[src/rtl/paper_vendor_pkg.sv]
package paper_vendor_pkg;

    // Decoded coin event for one cycle.
    typedef enum logic [1:0] {
        CE_NONE  = 2'd0,
        CE_SMALL = 2'd1,
        CE_BIG   = 2'd2
    } coin_evt_e;

    // Integer ceiling division used to derive step counts.
    function automatic int ceil_div(input int num, input int den);
        return (num + den - 1) / den;
    endfunction

    // Width large enough to hold values 0..max_val.
    function automatic int width_for(input int max_val);
        return (max_val < 2) ? 1 : $clog2(max_val + 1);
    endfunction

endpackage

[src/rtl/coin_sense.sv]
module coin_sense
    import paper_vendor_pkg::*;
(
    input  logic      small_strobe,
    input  logic      big_strobe,
    output coin_evt_e evt
);
    // Exactly one strobe is a valid coin; both together are discarded.
    always_comb begin
        unique case ({small_strobe, big_strobe})
            2'b10:   evt = CE_SMALL;
            2'b01:   evt = CE_BIG;
            default: evt = CE_NONE;
        endcase
    end
endmodule

[src/rtl/credit_tally.sv]
module credit_tally
    import paper_vendor_pkg::*;
#(
    parameter int PRICE_STEPS = 3,
    parameter int BIG_STEPS   = 2,
    parameter int CREDIT_W    = 2,
    parameter int SUM_W       = 3
) (
    input  logic                clk,
    input  logic                rst,
    input  coin_evt_e           evt,
    output logic [CREDIT_W-1:0] credit,
    output logic                reached
);
    logic [SUM_W-1:0] add_steps;
    logic [SUM_W-1:0] sum;

    always_comb begin
        unique case (evt)
            CE_SMALL: add_steps = SUM_W'(1);
            CE_BIG:   add_steps = SUM_W'(BIG_STEPS);
            default:  add_steps = '0;
        endcase
        sum     = SUM_W'(credit) + add_steps;
        reached = (evt != CE_NONE) && (sum >= SUM_W'(PRICE_STEPS));
    end

    always_ff @(posedge clk) begin
        if (rst) begin
            credit <= '0;
        end else if (reached) begin
            credit <= '0;  // surplus is dropped, next sale starts empty
        end else begin
            credit <= sum[CREDIT_W-1:0];
        end
    end
endmodule

[src/rtl/vend_pulse.sv]
module vend_pulse (
    input  logic clk,
    input  logic rst,
    input  logic fire,
    output logic pulse
);
    always_ff @(posedge clk) begin
        if (rst) begin
            pulse <= 1'b0;
        end else begin
            pulse <= fire;
        end
    end
endmodule

[src/rtl/paper_vendor.sv]
module paper_vendor
    import paper_vendor_pkg::*;
#(
    parameter int PRICE      = 15,
    parameter int SMALL_COIN = 5,
    parameter int BIG_COIN   = 10
) (
    input  logic clk,
    input  logic rst,
    input  logic coin5,
    input  logic coin10,
    output logic vend
);
    localparam int PRICE_STEPS = ceil_div(PRICE, SMALL_COIN);
    localparam int BIG_STEPS   = BIG_COIN / SMALL_COIN;
    localparam int CREDIT_W    = width_for(PRICE_STEPS - 1);
    localparam int SUM_W       = width_for(PRICE_STEPS - 1 + BIG_STEPS);

    coin_evt_e           evt;
    logic [CREDIT_W-1:0] credit_q;
    logic                reached;

    coin_sense i_sense (
        .small_strobe (coin5),
        .big_strobe   (coin10),
        .evt          (evt)
    );

    credit_tally #(
        .PRICE_STEPS (PRICE_STEPS),
        .BIG_STEPS   (BIG_STEPS),
        .CREDIT_W    (CREDIT_W),
        .SUM_W       (SUM_W)
    ) i_tally (
        .clk     (clk),
        .rst     (rst),
        .evt     (evt),
        .credit  (credit_q),
        .reached (reached)
    );

    vend_pulse i_pulse (
        .clk   (clk),
        .rst   (rst),
        .fire  (reached),
        .pulse (vend)
    );
endmodule

[config.mk]
export PLATFORM = sky130hd
export DESIGN_NAME = paper_vendor
export DESIGN_NICKNAME = d
export VERILOG_FILES = /design/src/rtl/paper_vendor_pkg.sv /design/src/rtl/coin_sense.sv /design/src/rtl/credit_tally.sv /design/src/rtl/vend_pulse.sv /design/src/rtl/paper_vendor.sv
export SDC_FILE = /design/constraint.sdc
export NUM_CORES = 1
export LEC_CHECK = 0
export BUFFER_PORTS_ARGS = -buffer_cell sky130_fd_sc_hd__buf_2
export CORE_AREA = 2 2 39 41
export CTS_BUF_LIST = sky130_fd_sc_hd__clkbuf_4 sky130_fd_sc_hd__clkbuf_8
export CTS_CLUSTER_SIZE = 40
export DETAILED_ROUTE_END_ITERATION = 12
export DIE_AREA = 0 0 41 43
export PLACE_DENSITY_LB_ADDON = 0.2
export SKIP_LAST_GASP = 1
export SYNTH_ARGS = -nofsm -noshare
export SYNTH_HDL_FRONTEND = slang
export SYNTH_HIERARCHICAL = 1
export SYNTH_SLANG_ARGS = --single-unit
[constraint.sdc]
create_clock -name clk -period 2.4 [get_ports clk]
set_input_delay 0.12 -clock clk [delete_from_list [all_inputs] [get_ports clk]]
set_output_delay 0.12 -clock clk [all_outputs]
set_load 0.005 [all_outputs]
Word-level counts from Yosys, hierarchy flattened
Index checks and enable logic that the tools add are counted.
{"block": "op_classes", "shift": 0, "muxes": 2, "magnitude_cmp": 1, "eq_ne": 4, "n_reduce_logical": 3, "n_div": 0, "n_addsub": 1, "bitwise": 0, "multipliers": 0}
{"operator": "$pmux W2 S2", "n": 2}
{"operator": "$eq A2 B1 Y1 const B", "n": 2}
{"operator": "$eq A2 B2 Y1 const B", "n": 2}
{"operator": "$add A2 B2 Y3", "n": 1}
{"operator": "$ge A3 B2 Y1 const B", "n": 1}
{"operator": "$reduce_bool A2 Y1", "n": 1}
{"operator": "$reduce_or A2 Y1", "n": 1}
{"operator": "$logic_and A1 B1 Y1", "n": 1}
{"block": "word_totals", "rom_bits": 0, "out_inout_bits": 1, "input_bits": 4, "memories": 0, "latch_bits": 0, "mem_bits_rw": 0, "regBits": 3, "elab_cells": 13}

Longest topological paths before layout
{"block": "logic_depth", "word_depth": 8, "depth_mapped": 7, "mapped_depth_nobuf": 7}

Cells and area by module
The synthesis kept the hierarchy.
{"module": "credit_tally", "cells_each": 13, "area_per_inst_um2": 130.1, "instances": 1, "seq_area_each_um2": 40.0}
{"module": "vend_pulse", "cells_each": 2, "area_per_inst_um2": 33.8, "instances": 1, "seq_area_each_um2": 20.0}
{"module": "coin_sense", "cells_each": 2, "area_per_inst_um2": 15.0, "instances": 1, "seq_area_each_um2": 0.0}

Least setup slack after synthesis
Ideal clock, no wire load.
{"block": "synth_path", "path_type": "input port to flip-flop", "startpoint": "in coin10", "endpoint": "reg i_pulse.pulse", "slack_ns": 0.801, "setup_ns": 0.112, "n_path_buf": 0, "required_time_ns": 2.288, "t_arrival_ns": 1.488, "cell_stages": 7, "path_cell_list": "nor2b_1 > and2b_2 > ha_1 > fa_1 > a21oi_1 > nor2_1 > nor2b_4"}
{"block": "synth_via", "elab_chain_len": 7, "word_cells_on_any_way": 10, "cone_classes": "add/sub: 1; order compare: 1; eq/ne: 4; mux: 2; reduce/logical: 2"}
{"item": "from (decl)", "line_no": "paper_vendor.sv:11", "rtl": "input logic coin10,"}
{"item": "$eq A2 B1 Y1 / $eq A2 B2 Y1 (equally long branches)", "line_no": "coin_sense.sv:10", "rtl": "unique case ({small_strobe, big_strobe})"}
{"item": "$pmux W2 S2 *", "line_no": "coin_sense.sv:10"}
{"item": "$eq A2 B2 Y1 / $eq A2 B1 Y1 (equally long branches)", "line_no": "credit_tally.sv:19", "rtl": "unique case (evt)"}
{"item": "$pmux W2 S2 *", "line_no": "credit_tally.sv:19"}
{"item": "$add A2 B2 Y3 *", "line_no": "credit_tally.sv:24", "rtl": "sum = SUM_W'(credit) + add_steps;"}
{"item": "via i_tally.sum[1]", "line_no": "credit_tally.sv:16", "rtl": "logic [SUM_W-1:0] sum;"}
{"item": "$ge A3 B2 Y1 *", "line_no": "credit_tally.sv:25", "rtl": "reached = (evt != CE_NONE) && (sum >= SUM_W'(PRICE_STEPS));"}
{"item": "$logic_and A1 B1 Y1 *", "line_no": "credit_tally.sv:25"}
{"item": "via reached", "line_no": "paper_vendor.sv:21", "rtl": "logic reached;"}
{"item": "to (signal assigned)", "line_no": "vend_pulse.sv:11", "rtl": "pulse <= fire;"}
{"item": "to (decl)", "line_no": "vend_pulse.sv:5", "rtl": "output logic pulse"}
Mark *: on every way through the listed nets, which the timed path passes. The rest lies on a longest branch.
A chain may end at the register's enable or synchronous reset.

Worst setup path after layout
{"block": "layout_path", "startpoint": "in coin5", "endpoint": "reg i_tally.credit[0]"}
{"block": "layout_via", "elab_chain_len": 8, "word_cells_on_any_way": 11, "cone_classes": "add/sub: 1; order compare: 1; eq/ne: 4; mux: 2; reduce/logical: 3"}
{"item": "from (decl)", "line_no": "paper_vendor.sv:10", "rtl": "input logic coin5,"}
{"item": "$eq A2 B1 Y1 / $eq A2 B2 Y1 (equally long branches)", "line_no": "coin_sense.sv:10"}
{"item": "$pmux W2 S2 *", "line_no": "coin_sense.sv:10"}
{"item": "via evt[1]", "line_no": "paper_vendor.sv:19", "rtl": "coin_evt_e evt;"}
{"item": "$eq A2 B2 Y1 / $eq A2 B1 Y1 (equally long branches)", "line_no": "credit_tally.sv:19"}
{"item": "$pmux W2 S2 *", "line_no": "credit_tally.sv:19"}
{"item": "$add A2 B2 Y3 *", "line_no": "credit_tally.sv:24"}
{"item": "via i_tally.sum[1]", "line_no": "credit_tally.sv:16"}
{"item": "$ge A3 B2 Y1 *", "line_no": "credit_tally.sv:25"}
{"item": "$logic_and A1 B1 Y1 *", "line_no": "credit_tally.sv:25"}
{"item": "$reduce_or A2 Y1 (no source line) *"}
{"item": "to (signal assigned)", "line_no": "credit_tally.sv:34", "rtl": "credit <= sum[CREDIT_W-1:0];"}
{"item": "to (decl)", "line_no": "credit_tally.sv:12", "rtl": "output logic [CREDIT_W-1:0] credit,"}
Marks and branches as above.

==> flow_summary_export.csv <==
group,metric,value,unit
run_status,status,"complete, no violations",
sta,worstMarginPinSlew,0.2657,ns
place,dpl.cell_count,37,
place,port_buffers,4,
cts,clkSinkCount,3,
worst_setup_path,arrival,1.68,ns
finish,area.growth.synth_to_final,39.16,%
routing,ant_nets,0,
sta,fmax,640.3,MHz
power_and_ir_drop,switchingPower,39.31,uW
routing,drtIter0Drc,3,
sta,fin_skew,0.003858,ns
yosys,yosysWarnings,6,
power_and_ir_drop,power_density,723.7,nW/um^2
cts,cts_tree,"built",
global_routing,grt_max_degree,6,
yosys,synth_area,178.9,sq um
finish,nNetsFinal,32,
yosys,seq_area_frac_synth,33.57,%
place,pre_cts_ws,0.5955,ns
cts,cts_hold_buffers,0,
sta,min_period,1.562,ns
power_and_ir_drop,pwr-share-seq,30.9,%
global_routing,overflow,0,
routing,first_pass_iters,2,
yosys,syn_nets,23,
floorplanning,die_h,43,um
worst_setup_path,cp-end-kind,"register",
finish,regArea,60.06,sq um
power_and_ir_drop,p_sw_share,21.82,%
cts,cts_buffers,3,
yosys,synth_top_area_share,33.57,%
routing,avgViaCountPerCell,3.463,
cts,htree_num_levels,1,
worst_setup_path,startpoint_type,"input pin",
place,place_congestion,0.5956,
routing,drt-total-wl,306,um
power_and_ir_drop,clkPwrFrac,55.4,%
cts,post_cts_buffers,0,
global_routing,antenna_found_initial,0,
yosys,synth_edf_count,0,
power_and_ir_drop,power_leakage,0.0001190,uW
floorplanning,start_util,12.93,%
sta,hold_viol_final,0,
yosys,synthArstFlopShare,0,%
global_routing,grt_first_pass_wirelength,517,um
sta,fin_setup_tns,0,ns
sta,setup_viol,0,
finish,final_cells,41,
sta,timing.final.crit_share,65.07,%
floorplanning,num_rows,14,
floorplanning,num_io_pins,5,
power_and_ir_drop,irDropWorstVdd,158.9,uV
global_routing,grt_pass1_vias,141,
routing,detail_route.wl_per_cell,7.463,um
yosys,ys_ff_latch,3,
cts,cts_buffer_depth,2,
sta,final_max_slew_viol_count,0,
worst_setup_path,path_class,"in2reg",
cts,clk_latency,0.23,ns
yosys,synth_ff_type,"dfxtp_1",
place,hpwl,231.3,um
yosys,syn_avg_cell_area,10.52,sq um
global_routing,track_usage,5.120,%
floorplanning,die-width,41,um
finish,insertedDiodeCount,0,
cts,cts.clk_slew.worst_paths,0.04,ns
power_and_ir_drop,comb_power_share,13.7,%
yosys,yosysTopAreaCell,"dfxtp_1",
yosys,yosysUniqueCellTypes,10,
worst_hold_path,hold_path_class,"in2reg",
yosys,yosysMostFrequentCell,"dfxtp_1",
floorplanning,dieArea,1763,sq um
sta,whs,0.08466,ns
yosys,syn_inst,17,
routing,drc,0,
cts,cts_resized,0,
worst_setup_path,required,2.52,ns
yosys,synth_area_leaders,"dfxtp_1 (34%), fa_1 (11%), and2b_2 (9.8%)",
sta,fin_ws,0.8383,ns
floorplanning,core,1384,sq um
sta,slew_headroom,82.25,%
finish,num-fill-cells,161,
finish,multiInputGateArea,118.9,sq um
power_and_ir_drop,p_int,140.9,uW
flow_run,max-cap-violations,0,
cts,clock-root-buffer,"clkbuf_4",
power_and_ir_drop,p_total,180.2,uW
finish,drive_gt1_share,44.00,%
sta,rsz0062_at_grt,"false",
worst_setup_path,critPathMaxFanout,5,
routing,vias,142,
-- cells in the final DEF (no fill, tap or decap), drive strengths merged --
| master | netlist | final |
|---|---|---|
| o22ai | 2 | 2 |
| nor2 | 2 | 2 |
| and2b | 2 | 2 |
| buf | 0 | 4 |
| dfxtp | 3 | 3 |
| a21oi | 1 | 1 |
| clkbuf | 0 | 4 |
| fa | 1 | 1 |
| ha | 1 | 1 |
| nor2b | 3 | 3 |
| and3b | 2 | 2 |
-- critical path: stages --
cell and delay (ns):
buf_2 0.10, nor2b_1 0.23, and2b_2 0.25, ha_1 0.18
fa_1 0.53, o22ai_1 0.10, and3b_1 0.17
-- final timing paths --
| kind | startpoint | to | slack [ns] | depth (start not counted) |
|---|---|---|---|---|
| max | coin5 | i_tally/credit[0]$_SDFF_PP0_ | 0.84 | 7 |
| min | rst | i_pulse/pulse$_SDFF_PP0_ | 0.08 | 2 |
| max reg2reg | i_tally/credit[0]$_SDFF_PP0_ | i_tally/credit[0]$_SDFF_PP0_ | 1.01 | 4 |
| min reg2reg | i_tally/credit[0]$_SDFF_PP0_ | i_tally/credit[0]$_SDFF_PP0_ | 0.67 | 2 |
-- power groups by stage --
stage | Combinational (uW) | Sequential (uW) | Clock (uW)
after floorplan | 17.5 | 56.1 | 0
after global routing | 27.8 | 55.8 | 109
after detailed placement | 25.0 | 56.4 | 0
after CTS | 25.0 | 55.7 | 107
after global placement | 24.1 | 56.3 | 0
final | 24.7 | 55.6 | 99.8
-- kinds of logic (layout without fill, tap and decap cells) --
kind of cell,Yosys count,in the layout,synth area share [%]
and+or+nand+nor,9,9,38.46
AOI/OAI and AO/OA,3,3,9.786
DFF,3,3,33.57
adders and majority gates,2,2,18.18
buffers and inverters,0,8,0
-- through the flow --
step	cell area, sq um	util [%]
3_3_place_gp	219.0	15.82
4_1_cts	249.0	17.99
3_5_place_dp	219.0	15.82
2_1_floorplan	178.9	-
6_report	249.0	17.99
5_1_grt	249.0	17.99
-- routing by layer --
metal  track usage [%]  part of all wire (%)  wire length (um)
met5                 0                     0                 0
met4             10.00                   6.2                19
met3             1.571                    11                35
met2             4.375                    32                98
met1             6.109                    50               153
-- layout make-up --
class                           instances  area share, %
Multi-Input combinational cell         14          47.74
Timing Repair Buffer                    4          8.040
Tap cell                               16          8.040
Sequential cell                         3          24.12
Clock buffer                            4          12.06
-- flip-flops by register name, summed over array words and instances (netlist names) --
name / cells
i_pulse/pulse: 1
i_tally/credit: 2
No activity file was read; power rests on OpenSTA's default activity.
